File: config.mk
export PLATFORM = sky130hd
export DESIGN_NAME = serial_cmd_port
export DESIGN_NICKNAME = d
export VERILOG_FILES = /design/src/rtl/scp_pkg.sv /design/src/rtl/scp_edge.sv /design/src/rtl/scp_ctrl.sv /design/src/rtl/scp_regs.sv /design/src/rtl/serial_cmd_port.sv
export SDC_FILE = /design/constraint.sdc
export NUM_CORES = 1
export LEC_CHECK = 0
export ABC_AREA = 0
export CORE_ASPECT_RATIO = 1.5
export CORE_UTILIZATION = 60
export CTS_CLUSTER_DIAMETER = 200
export DETAILED_ROUTE_END_ITERATION = 16
export GPL_ROUTABILITY_DRIVEN = 0
export PLACE_DENSITY_LB_ADDON = 0.1
export SLEW_MARGIN = 5
export SYNTH_ARGS = -nofsm -noshare
export SYNTH_HDL_FRONTEND = slang
export SYNTH_SLANG_ARGS = --single-unit
File: constraint.sdc
create_clock -name clk -period 6.3 [get_ports clk]
set_input_delay 0.63 -clock clk [delete_from_list [all_inputs] [get_ports clk]]
set_output_delay 0.63 -clock clk [all_outputs]
set_load 0.01 [all_outputs]
File: src/rtl/scp_pkg.sv
package scp_pkg;
  localparam int DW       = 24;
  localparam int AW       = 4;
  localparam int NREG     = 12;
  localparam int CMD_BITS = 8;
  localparam int LW       = $clog2(DW + 1);

  localparam logic [AW-1:0] ADR_STAT = 4'd0;
  localparam logic [AW-1:0] ADR_DATA = 4'd1;
  localparam logic [AW-1:0] ADR_MODE = 4'd2;
  localparam logic [AW-1:0] ADR_FILT = 4'd3;
  localparam logic [AW-1:0] ADR_DAC  = 4'd4;
  localparam logic [AW-1:0] ADR_LAST = AW'(NREG - 1);
  localparam logic [7:0]    STOP_BYTE = 8'h30;

  typedef enum logic [1:0] {ST_CMD, ST_WR, ST_RD, ST_CRD} port_st_t;
  typedef enum logic [1:0] {OP_WRITE, OP_READ, OP_STREAM, OP_STOP} op_t;

  function automatic logic [LW-1:0] reg_len(input logic [AW-1:0] a);
    case (a)
      4'd0, 4'd4, 4'd8, 4'd9, 4'd10, 4'd11: reg_len = LW'(8);
      4'd2:                                 reg_len = LW'(16);
      4'd1, 4'd3, 4'd5, 4'd6, 4'd7:         reg_len = LW'(24);
      default:                              reg_len = '0;
    endcase
  endfunction

  function automatic logic reg_writable(input logic [AW-1:0] a);
    reg_writable = (a >= ADR_MODE) && (a <= ADR_LAST);
  endfunction

  function automatic logic [DW-1:0] reg_init(input int a);
    case (a)
      2:       reg_init = 24'h0001B0;
      3:       reg_init = 24'h200000;
      5:       reg_init = 24'h800000;
      6:       reg_init = 24'h590000;
      default: reg_init = '0;
    endcase
  endfunction
endpackage

File: src/rtl/scp_edge.sv
module scp_edge #(
  parameter int STAGES = 2
) (
  input  logic clk,
  input  logic rst_n,
  input  logic sclk,
  input  logic cs_n,
  input  logic din,
  input  logic pol,
  output logic lead,
  output logic trail,
  output logic sel,
  output logic din_s
);
  logic [STAGES-1:0] s_clk, s_cs, s_din;
  logic norm, prev;

  always_ff @(posedge clk or negedge rst_n) begin
    if (!rst_n) begin
      s_clk <= '0;
      s_cs  <= '1;
      s_din <= '0;
      prev  <= 1'b0;
    end else begin
      s_clk <= {s_clk[STAGES-2:0], sclk};
      s_cs  <= {s_cs[STAGES-2:0], cs_n};
      s_din <= {s_din[STAGES-2:0], din};
      prev  <= norm;
    end
  end

  // normalised clock: 0 is idle whatever the polarity
  assign norm  = s_clk[STAGES-1] ^ pol;
  assign sel   = !s_cs[STAGES-1];
  assign din_s = s_din[STAGES-1];
  assign lead  = sel && norm && !prev;
  assign trail = sel && !norm && prev;
endmodule

File: src/rtl/scp_ctrl.sv
module scp_ctrl
  import scp_pkg::*;
#(
  parameter int RESET_ONES = 32
) (
  input  logic          clk,
  input  logic          rst_n,
  input  logic          lead,
  input  logic          trail,
  input  logic          sel,
  input  logic          din_s,
  input  logic [DW-1:0] rd_val,
  input  logic [DW-1:0] data_word,
  output logic [AW-1:0] rd_addr,
  output logic          wr_en,
  output logic [AW-1:0] wr_addr,
  output logic [DW-1:0] wr_data,
  output logic          data_done,
  output logic          data_busy,
  output logic          dout,
  output logic          dout_oe
);
  localparam int OW = $clog2(RESET_ONES + 1);
  localparam logic [OW-1:0] ONES_MAX = OW'(RESET_ONES);

  port_st_t       st;
  logic [LW-1:0]  bitcnt, cnt_n, len;
  logic [DW-1:0]  sr, tx, shifted;
  logic [AW-1:0]  addr_q, cmd_addr;
  logic [OW-1:0]  ones_q;
  logic           dout_q, busy_q;
  logic [7:0]     cmd;
  op_t            cmd_op;
  logic           cmd_legal, ones_reset, byte_edge;

  assign shifted    = {sr[DW-2:0], din_s};
  assign cnt_n      = bitcnt + 1'b1;
  assign cmd        = shifted[7:0];
  assign cmd_op     = op_t'(cmd[5:4]);
  assign cmd_addr   = cmd[AW-1:0];
  assign cmd_legal  = (cmd[7:6] == 2'b00) && (cmd_addr <= ADR_LAST);
  assign ones_reset = sel && trail && din_s && (ones_q >= ONES_MAX - 1'b1);
  assign byte_edge  = (cnt_n[2:0] == 3'b000);

  assign rd_addr   = cmd_addr;
  assign wr_addr   = addr_q;
  assign wr_data   = shifted;
  assign wr_en     = trail && !ones_reset && (st == ST_WR) && (cnt_n == len);
  assign data_done = trail && !ones_reset &&
                     (((st == ST_RD) && (addr_q == ADR_DATA) && (cnt_n == len)) ||
                      ((st == ST_CRD) && (cnt_n == LW'(DW))));
  assign data_busy = busy_q;
  assign dout      = dout_q;
  assign dout_oe   = sel && ((st == ST_RD) || (st == ST_CRD));

  always_ff @(posedge clk or negedge rst_n) begin
    if (!rst_n) begin
      st     <= ST_CMD;
      bitcnt <= '0;
      len    <= LW'(CMD_BITS);
      sr     <= '0;
      tx     <= '0;
      addr_q <= '0;
      ones_q <= '0;
      dout_q <= 1'b0;
      busy_q <= 1'b0;
    end else if (!sel) begin
      bitcnt <= '0;
      ones_q <= '0;
      busy_q <= 1'b0;
      if (st != ST_CRD) st <= ST_CMD;
    end else begin
      if (lead && ((st == ST_RD) || (st == ST_CRD))) begin
        if ((st == ST_CRD) && (bitcnt == '0)) begin
          dout_q <= data_word[DW-1];
          tx     <= {data_word[DW-2:0], 1'b0};
          busy_q <= 1'b1;
        end else begin
          dout_q <= tx[DW-1];
          tx     <= {tx[DW-2:0], 1'b0};
        end
      end
      if (trail) begin
        sr <= shifted;
        if (!din_s)                 ones_q <= '0;
        else if (ones_q != ONES_MAX) ones_q <= ones_q + 1'b1;
        if (ones_reset) begin
          st     <= ST_CMD;
          bitcnt <= '0;
          busy_q <= 1'b0;
        end else begin
          case (st)
            ST_CMD: begin
              if (cnt_n == LW'(CMD_BITS)) begin
                bitcnt <= '0;
                case (cmd_op)
                  OP_WRITE: if (cmd_legal && reg_writable(cmd_addr)) begin
                    st     <= ST_WR;
                    len    <= reg_len(cmd_addr);
                    addr_q <= cmd_addr;
                  end
                  OP_READ: if (cmd_legal) begin
                    st     <= ST_RD;
                    len    <= reg_len(cmd_addr);
                    addr_q <= cmd_addr;
                    tx     <= rd_val << (LW'(DW) - reg_len(cmd_addr));
                    busy_q <= (cmd_addr == ADR_DATA);
                  end
                  OP_STREAM: if (cmd_legal && (cmd_addr == ADR_DATA)) begin
                    st     <= ST_CRD;
                    addr_q <= cmd_addr;
                  end
                  OP_STOP: ;
                endcase
              end else begin
                bitcnt <= cnt_n;
              end
            end
            ST_WR: begin
              if (cnt_n == len) begin
                st     <= ST_CMD;
                bitcnt <= '0;
              end else begin
                bitcnt <= cnt_n;
              end
            end
            ST_RD: begin
              if (cnt_n == len) begin
                st     <= ST_CMD;
                bitcnt <= '0;
                busy_q <= 1'b0;
              end else begin
                bitcnt <= cnt_n;
              end
            end
            ST_CRD: begin
              if (byte_edge && (shifted[7:0] == STOP_BYTE)) begin
                st     <= ST_CMD;
                bitcnt <= '0;
                busy_q <= 1'b0;
              end else if (cnt_n == LW'(DW)) begin
                bitcnt <= '0;
                busy_q <= 1'b0;
              end else begin
                bitcnt <= cnt_n;
              end
            end
          endcase
        end
      end
    end
  end

  // only writable registers are ever written, and only from a write phase
  a_r3_write_target: assert property (@(posedge clk) disable iff (!rst_n)
    wr_en |-> (reg_writable(wr_addr) && (st == ST_WR)));
  // deselection leaves the bit count at zero and no readout pending
  a_r11_deselect_clears: assert property (@(posedge clk) disable iff (!rst_n)
    !sel |=> ((bitcnt == '0) && !busy_q));
  // leaving the streaming read always lands in the command state
  a_r9_leave_stream: assert property (@(posedge clk) disable iff (!rst_n)
    (($past(st) == ST_CRD) && (st != ST_CRD)) |-> (st == ST_CMD));
  // the ones counter saturates at its limit
  a_r12_ones_bounded: assert property (@(posedge clk) disable iff (!rst_n)
    ones_q <= ONES_MAX);
  // a result readout is only flagged while a read phase is active
  a_r7_busy_in_read: assert property (@(posedge clk) disable iff (!rst_n)
    busy_q |-> ((st == ST_RD) || (st == ST_CRD)));
endmodule

File: src/rtl/scp_regs.sv
module scp_regs
  import scp_pkg::*;
(
  input  logic          clk,
  input  logic          rst_n,
  input  logic          wr_en,
  input  logic [AW-1:0] wr_addr,
  input  logic [DW-1:0] wr_data,
  input  logic [AW-1:0] rd_addr,
  output logic [DW-1:0] rd_val,
  input  logic          res_valid,
  input  logic [DW-1:0] res_data,
  input  logic          data_busy,
  input  logic          data_done,
  output logic [DW-1:0] data_word,
  output logic          rdy_n,
  output logic [15:0]   mode_q,
  output logic [DW-1:0] filter_q,
  output logic [7:0]    dac_q
);
  localparam int NSLOT = 2 ** AW;

  logic [DW-1:0] rv [NSLOT];
  logic [DW-1:0] data_q;
  logic          rdy_n_q;

  always_ff @(posedge clk or negedge rst_n) begin
    if (!rst_n) begin
      data_q  <= '0;
      rdy_n_q <= 1'b1;
    end else if (res_valid && !data_busy) begin
      data_q  <= res_data;
      rdy_n_q <= 1'b0;
    end else if (data_done) begin
      rdy_n_q <= 1'b1;
    end
  end

  for (genvar g = 0; g < NSLOT; g++) begin : g_slot
    if (g == 0) begin : g_status
      assign rv[g] = {{(DW-8){1'b0}}, rdy_n_q, 7'b0};
    end else if (g == 1) begin : g_result
      assign rv[g] = data_q;
    end else if (g < NREG) begin : g_store
      localparam int W = int'(reg_len(AW'(g)));
      localparam logic [DW-1:0] INIT = reg_init(g);
      logic [W-1:0] q;
      always_ff @(posedge clk or negedge rst_n) begin
        if (!rst_n)                             q <= INIT[W-1:0];
        else if (wr_en && (wr_addr == AW'(g)))  q <= wr_data[W-1:0];
      end
      assign rv[g] = DW'(q);
    end else begin : g_empty
      assign rv[g] = '0;
    end
  end

  assign rd_val    = rv[rd_addr];
  assign data_word = data_q;
  assign rdy_n     = rdy_n_q;
  assign mode_q    = rv[ADR_MODE][15:0];
  assign filter_q  = rv[ADR_FILT];
  assign dac_q     = rv[ADR_DAC][7:0];

  // the held result is frozen while it is being shifted out
  a_r7_frozen_while_read: assert property (@(posedge clk) disable iff (!rst_n)
    (data_busy && $past(data_busy)) |-> $stable(data_q));
  // an accepted result flags itself as unread
  a_r7_accept_flags: assert property (@(posedge clk) disable iff (!rst_n)
    (res_valid && !data_busy) |=> !rdy_n);
endmodule

File: src/rtl/serial_cmd_port.sv
module serial_cmd_port
  import scp_pkg::*;
#(
  parameter int SYNC_STAGES = 2,
  parameter int RESET_ONES  = 32
) (
  input  logic          clk,
  input  logic          rst_n,
  input  logic          sclk,
  input  logic          cs_n,
  input  logic          din,
  input  logic          pol,
  output logic          dout,
  output logic          dout_oe,
  input  logic          res_valid,
  output logic          res_ready,
  input  logic [DW-1:0] res_data,
  output logic          rdy_n,
  output logic [15:0]   mode_q,
  output logic [DW-1:0] filter_q,
  output logic [7:0]    dac_q
);
  logic          lead, trail, sel, din_s;
  logic [DW-1:0] rd_val, data_word, wr_data;
  logic [AW-1:0] rd_addr, wr_addr;
  logic          wr_en, data_done, data_busy;

  scp_edge #(.STAGES(SYNC_STAGES)) u_edge (
    .clk(clk), .rst_n(rst_n), .sclk(sclk), .cs_n(cs_n), .din(din), .pol(pol),
    .lead(lead), .trail(trail), .sel(sel), .din_s(din_s)
  );

  scp_ctrl #(.RESET_ONES(RESET_ONES)) u_ctrl (
    .clk(clk), .rst_n(rst_n), .lead(lead), .trail(trail), .sel(sel), .din_s(din_s),
    .rd_val(rd_val), .data_word(data_word), .rd_addr(rd_addr),
    .wr_en(wr_en), .wr_addr(wr_addr), .wr_data(wr_data),
    .data_done(data_done), .data_busy(data_busy), .dout(dout), .dout_oe(dout_oe)
  );

  scp_regs u_regs (
    .clk(clk), .rst_n(rst_n), .wr_en(wr_en), .wr_addr(wr_addr), .wr_data(wr_data),
    .rd_addr(rd_addr), .rd_val(rd_val), .res_valid(res_valid), .res_data(res_data),
    .data_busy(data_busy), .data_done(data_done), .data_word(data_word),
    .rdy_n(rdy_n), .mode_q(mode_q), .filter_q(filter_q), .dac_q(dac_q)
  );

  assign res_ready = !data_busy;
endmodule

==> results of run 1 <==
## state kept, by name, summed over array words and instances (netlist names)
name / cells
u_regs.g_slot.g_store.q: 104
u_edge.prev: 1
u_regs.rdy_n: 1
u_ctrl.dout: 1
u_edge.s_din: 2
u_ctrl.len: 2
u_edge.s_cs: 2
u_regs.filter_q: 24
u_ctrl.sr: 23
u_ctrl.data_busy: 1
u_edge.s_clk: 2
u_regs.data_word: 24
u_regs.mode_q: 16
u_ctrl.wr_addr: 4
u_ctrl.bitcnt: 5
u_ctrl.tx: 24
u_ctrl.st: 2
u_ctrl.ones_q: 6
u_regs.dac_q: 8
## kinds of logic (layout without fill, tap and decap cells)
kind of cell	after synthesis	after routing	synth area share, %
buf+inv	86	156	2.85
mux	278	278	27.1
flops	252	252	51.5
xor+xnor	7	7	0.672
compound gates	158	158	8.93
simple gates	180	180	7.29
fa+ha+maj	17	17	1.73
## worst reg2reg max path, delay by kind of cell, from the launching register on
kind	cells	cell delay, ns
adder cells (fa/ha/maj)	2	0.55
AND/OR/NAND/NOR	4	2.42
multiplexers	1	0.43
flip-flops	1	0.43
## routing by layer
layer  vias to the layer above  global-route usage [%]  wire (um)
li1                       3716                       -          -
met1                      4298                    39.8      12400
met2                       312                    54.2      16400
met3                        82                    3.00       1570
met4                         0                    16.0       1730
met5                         -                       0          0
## layout by cell type, fill, tap and decap left out, types with 5 or more instances in the layout
cell	instances
nand2b_1	8
a22oi_1	8
dfrtp_1	236
a221o_1	9
a22o_1	5
nor2b_1	5
clkbuf_16	25
clkinv_2	5
o22ai_1	12
a21oi_1	23
dfstp_2	14
ha_1	17
o211ai_1	7
clkbuf_8	6
nand3_1	14
mux4_2	21
a211oi_1	6
nand2_1	67
inv_1	17
mux2_2	221
clkdlybuf4s50_1	81
nor2_1	37
a221oi_1	12
buf_4	11
mux2i_1	33
nand4_1	7
o21ai_0	44
nor3_1	15
## power by group through the flow
stage                     clock network, W  logic (W)  registers [W]
after floorplan                          0   0.000436        0.00177
after global placement                   0   0.000591        0.00188
after detailed placement                 0   0.000597        0.00188
after CTS                          0.00157   0.000601        0.00185
after global routing               0.00163   0.000653        0.00186
final                              0.00155   0.000608        0.00185
## path summary, 6_finish.rpt
path	start	to	slack (ns)	cells after the start
worst max-delay path	u_ctrl.bitcnt[1]	u_regs.g_slot[5].g_store.q[22]	2.35	7
worst min-delay path	rst_n	u_ctrl.sr[6]	0.09	1
min in group clk	u_edge.s_cs[0]	u_edge.s_cs[1]	0.36	0
worst max register to register	u_ctrl.bitcnt[1]	u_regs.g_slot[5].g_store.q[22]	2.35	7
worst min register to register	u_edge.s_cs[0]	u_edge.s_cs[1]	0.36	0
max in group asynchronous	rst_n	u_regs.data_word[15]	4.92	2
## final cells by class
class	instances	area [um2]	area share, %
multi-input cells	640	5650	39.9
well taps	260	325	2.30
repair buffers	94	928	6.56
flip-flops and latches	252	6330	44.7
clock inverters	10	134	0.946
clock buffers	34	719	5.08
inverters	18	67.6	0.477
## through the flow
stage / cells / setup slack, ns / total power [W] / hold slack (ns)
floorplan: 978 / 3.27 / 0.00221 / 0.331
global placement: 1264 / 2.29 / 0.00247 / 0.344
detailed placement: 1264 / 2.21 / 0.00247 / 0.341
CTS: 1308 / 2.38 / 0.00402 / 0.136
global route: 1308 / 2.12 / 0.00415 / 0.159
finish: 1308 / 2.35 / 0.00401 / 0.0901
==> results.py, run 1 <==
metrics = {
    "logic_synthesis": {
        "mean_instance_size_in_the_synthesized_netlist_um2": 12.6,
        "yosysWarnings": 0,
        "ys_ff_latch": 252,
        "netlist_area_um2": 12300,
        "yosysMostFrequentCell": "dfrtp_1",
        "synth_ff_type": "dfrtp_1",
        "yosysTopAreaCellShare_pct": 48.5,
        "yosysSeqAreaShare_pct": 51.5,
        "synth_top_cells_by_count": "238 x dfrtp_1, 221 x mux2_2, 67 x nand2_1",
        "synthesis.nets": 1026,
        "synth_area_leader_cell": "dfrtp_1",
        "synth_cell_types": 66,
        "syn-instance-count": 978,
        "synth_async_sr_flop_share_pct": 100,
        "netlist_top_cells_area": "dfrtp_1 48%, mux2_2 20%, mux4_2 3.8%",
        "synth_edf_count": 0,
    },
    "place": {
        "hpwlAfterDp_mm": 21.6,
        "placed_area_um2": 13300,
        "numPortBuffers": 82,
    },
    "timing": {
        "tightestPinTransition_ns": 1.26,
        "hold_viol_final": 0,
        "grt_setup_unrepaired": "no",
        "min_period_ns": 3.95,
        "finalSetupViolCount": 0,
        "timing.setup.tns_ns": 0,
        "timing.slew.headroom_pct": 15.7,
        "report.final.slew_viol_count": 0,
        "timing.fmax_mhz": 253,
        "maximum_clock_skew_at_final_layout_ns": 0.00924,
        "final.period_utilization_pct": 62.7,
    },
    "floorplanning": {
        "die_area_um2": 21100,
        "die-width_um": 119,
        "initial_utilization_pct": 61.6,
        "io-pin-count": 83,
        "die_h_um": 177,
        "core_area_um2": 19900,
        "rows": 63,
    },
    "worst_setup_path": {
        "cp_startpoint_kind": "flip-flop",
        "required_time_of_the_critical_path_ns": 6.70,
        "crit_path_buffers_inverters": 0,
        "cp_cell_sequence": "ha_1 -> ha_1 -> nor2b_1 -> nand3_1 -> or4b_1 -> nor2_4 -> mux2_2",
        "cp_common_cell": "ha_1",
        "critical_path.slowest_cell": "or4b_1",
        "worst_ep_arrival_time_ns": 4.35,
        "timing.setup.critical_path_class": "flip-flop to flip-flop",
        "worstPathMaxFanout": 24,
        "critPathTopFamily": "simple AND/OR/NAND/NOR gates",
        "worst_setup_path_end_kind": "flip-flop",
        "slowest_delay_ns": 0.83,
    },
    "power": {
        "cellLeakagePower_nw": 6.24,
        "power_frac_comb_pct": 15.2,
        "power.switching_w": 0.00117,
        "sequential_power_share_pct": 46.2,
        "power_density_nw_per_um2": 283,
        "power.share.clock_pct": 38.6,
        "intPower_w": 0.00284,
        "p_sw_share_pct": 29.3,
        "ir_drop_v": 0.000334,
    },
    "grt": {
        "globalRouteOverflowTotal": 0,
        "grt_first_pass_wirelength_mm": 49.9,
        "grt_max_degree": 164,
        "first_global_vias": 8492,
        "gr-usage-all-layers_pct": 31.5,
        "number_of_antenna_violations_at_the_first_check_in_global_routing": 0,
    },
    "routing": {
        "post-route-drc-count": 0,
        "first_pass_iters": 5,
        "finalWirelength_mm": 32.0,
        "drt.antenna.violating_nets": 0,
        "drt-vias-per-instance": 6.43,
        "routedWlPerCell_um": 24.5,
        "drt_iter0_drc": 657,
        "vias": 8408,
    },
    "finish": {
        "post_route_cells_drive_above_1_share_pct": 31.5,
        "area_delta_synth_final_pct": 15.2,
        "final_core_util_pct": 71.0,
        "post-route-cell-area_um2": 14200,
        "final_net_count": 1079,
        "antennaDiodeCount": 0,
        "fillerInstances": 1450,
    },
    "worst_hold_path": {
        "timing.hold.worst.class": "primary input to async pin",
    },
    "clock_tree": {
        "numCtsBuffers": 25,
        "cts_buffer_depth": 3,
        "post_cts_buffers": 0,
        "clock_latency_on_the_worst_skew_pair_ns": 0.52,
        "post_cts_resize_count": 0,
        "cts.hold.buffers_added": 0,
        "worst_setup_hold_path_clk_slew_ns": 0.07,
        "tritoncts_clock_tree": "done",
        "cts.root.buffer_cell": "clkbuf_16",
        "cts_max_level": 1,
        "clkSinkCount": 252,
    },
    "flow_run": {
        "maxCapViolCount": 0,
    },
    "status": {
        "outcome": "finished clean",
    },
}
Power figures use the tool's default switching activity.
==> run 2, diff against run 1 <==
--- a/config.mk
+++ b/config.mk
@@ -7,7 +7,7 @@
 export LEC_CHECK = 0
 export ABC_AREA = 0
 export CORE_ASPECT_RATIO = 1.5
-export CORE_UTILIZATION = 60
+export CORE_UTILIZATION = 59
 export CTS_CLUSTER_DIAMETER = 200
 export DETAILED_ROUTE_END_ITERATION = 16
 export GPL_ROUTABILITY_DRIVEN = 0
==> constraint.sdc (replaced) <==
create_clock -name clk -period 3.65 [get_ports clk]
set_input_delay 0.365 -clock clk [delete_from_list [all_inputs] [get_ports clk]]
set_output_delay 0.365 -clock clk [all_outputs]
set_load 0.01 [all_outputs]
==> run 2 against run 1 <==
Compared with the run above: largest cell class unchanged; total power rose by 72%; sequential power grew 74%; maximum frequency increased by 27%; combinational power increased by 76%.
==> results.py, run 2 (synthesis results as in run 1) <==
metrics = {
    "place": {
        "placed_cells_incl_taps": 1291,
        "numPortBuffers": 82,
        "dp_slack_ns": 0.400,
        "placed_area_um2": 13500,
        "hpwlAfterDp_mm": 22.5,
    },
    "timing": {
        "fin_ws_ns": 0.540,
        "min_period_ns": 3.11,
        "tightestPinTransition_ns": 0.911,
        "final.period_utilization_pct": 85.2,
        "timing.fmax_mhz": 322,
        "maximum_clock_skew_at_final_layout_ns": 0.0112,
        "grt_setup_unrepaired": "no",
        "timing.setup.tns_ns": 0,
        "timing.slew.headroom_pct": 39.3,
        "finalSetupViolCount": 0,
        "report.final.slew_viol_count": 0,
        "hold_viol_final": 0,
    },
    "worst_setup_path": {
        "rrSetupSlack_ns": 0.54,
        "worst_setup_path_end_kind": "flip-flop",
        "end_of_the_critical_path": "u_regs.g_slot[11].g_store.q[5]",
        "worstPathMaxFanout": 8,
        "worstReg2RegEnd": "u_regs.g_slot[11].g_store.q[5]",
        "worst_ep_arrival_time_ns": 3.52,
        "timing.setup.critical_path_class": "flip-flop to flip-flop",
        "required_time_of_the_critical_path_ns": 4.06,
        "crit-reg2reg-launch": "u_ctrl.bitcnt[1]",
        "worst_r2r_path_depth": 8,
        "cp_startpoint_kind": "flip-flop",
        "cp-startpoint": "u_ctrl.bitcnt[1]",
    },
    "grt": {
        "number_of_antenna_violations_at_the_first_check_in_global_routing": 0,
        "grt_first_pass_wirelength_mm": 51.1,
        "globalRouteOverflowTotal": 0,
        "gr-usage-all-layers_pct": 31.8,
        "grt_max_degree": 115,
        "first_global_vias": 8726,
    },
    "floorplanning": {
        "io-pin-count": 83,
        "core_area_um2": 20400,
        "rows": 64,
        "initial_utilization_pct": 60.2,
        "die-width_um": 120,
        "die_h_um": 179,
        "die_area_um2": 21400,
    },
    "clock_tree": {
        "tritoncts_clock_tree": "done",
        "clkSinkCount": 252,
        "cts_buffer_depth": 3,
        "cts_max_level": 1,
        "clock_latency_on_the_worst_skew_pair_ns": 0.53,
        "numCtsBuffers": 24,
        "post_cts_resize_count": 0,
        "cts.root.buffer_cell": "clkbuf_16",
        "worst_setup_hold_path_clk_slew_ns": 0.07,
    },
    "status": {
        "outcome": "finished clean",
    },
    "finish": {
        "layout.cells.most_common": "dfrtp_1",
        "post-route-cell-area_um2": 14400,
        "antennaDiodeCount": 0,
        "most-common-layout-cells": "236 x dfrtp_1, 221 x mux2_2, 81 x clkdlybuf4s50_1",
        "final_net_count": 1102,
        "area_delta_synth_final_pct": 16.8,
        "max_flop_register": "u_regs.g_slot.g_store.q",
        "post_route_cells_drive_above_1_share_pct": 32.7,
        "instances_no_fill": 1334,
        "largest_register_ffs": 104,
    },
    "routing": {
        "drt-vias-per-instance": 6.43,
        "finalWirelength_mm": 32.8,
        "routedWlPerCell_um": 24.6,
        "first_pass_iters": 5,
        "drt_iter0_drc": 631,
        "vias": 8581,
        "drt.antenna.violating_nets": 0,
        "post-route-drc-count": 0,
    },
    "power": {
        "power_density_nw_per_um2": 480,
        "ir_drop_v": 0.000411,
        "cellLeakagePower_nw": 6.34,
        "report.power.total_w": 0.00690,
    },
    "flow_run": {
        "maxCapViolCount": 0,
    },
    "worst_hold_path": {
        "timing.hold.worst.class": "primary input to flip-flop",
    },
}
[run 2: cell count changes in the layout (fill, tap and decap cells not counted), sizes merged]
cell         delta
buf            +23
clkbuf          -1
dlygate4sd3     +1
inv             -1
[run 2: timing repair]
action,in CTS,in global routing
setup buffers,0,0
hold buffers,1,0
endpoints found under the hold margin,91,0
[run 2: worst min-delay path by stage]
stage	endpoint	start	slack [ns]	depth (start not counted)
final	u_edge.s_cs[0]	cs_n	0.25	1
after CTS	u_edge.s_cs[0]	cs_n	0.24	1
after detailed placement	u_edge.s_din[1]	u_edge.s_din[0]	0.34	0
after floorplan	u_ctrl.bitcnt[0]	rst_n	0.07	0
after global placement	u_edge.s_clk[1]	u_edge.s_clk[0]	0.35	0
after global routing	u_edge.s_cs[0]	cs_n	0.24	1
[run 2: final cells by class]
type	count	area, um2
well taps	264	330
fillers	1499	6070
clock inverters	9	134
flip-flops and latches	252	6330
inverters	18	67.6
clock buffers	33	684
repair buffers	118	1150
multi-input cells	640	5660
[run 2: power breakdown]
group,internal (W),switching (W)
combinational,0.000417,0.000658
clock,0.00152,0.00109
sequential,0.00291,0.000297
[run 2: critical path, stage by stage (launching register included)]
cell     delay, ns
dfrtp_1       0.42
ha_1          0.25
ha_1          0.33
nor2b_1       0.21
nand3_1       0.20
buf_4         0.24
or3_1         0.48
nor2_2        0.45
mux2_2        0.40
[run 2: routing by layer]
layer  share of wire, %  vias up  GRT usage [%]
met3                5.1      104           4.04
met4                5.7        0           17.4
met2                 51      340           55.0
met5                  0        -              0
met1                 38     4369           38.8
li1                   -     3768              -
[run 2: stage by stage]
step                hold WS, ns  util [%]
global route              0.238      70.3
floorplan                0.0694         -
detailed placement        0.343      66.2
finish                    0.248      70.3
global placement          0.346      66.2
CTS                       0.242      70.3
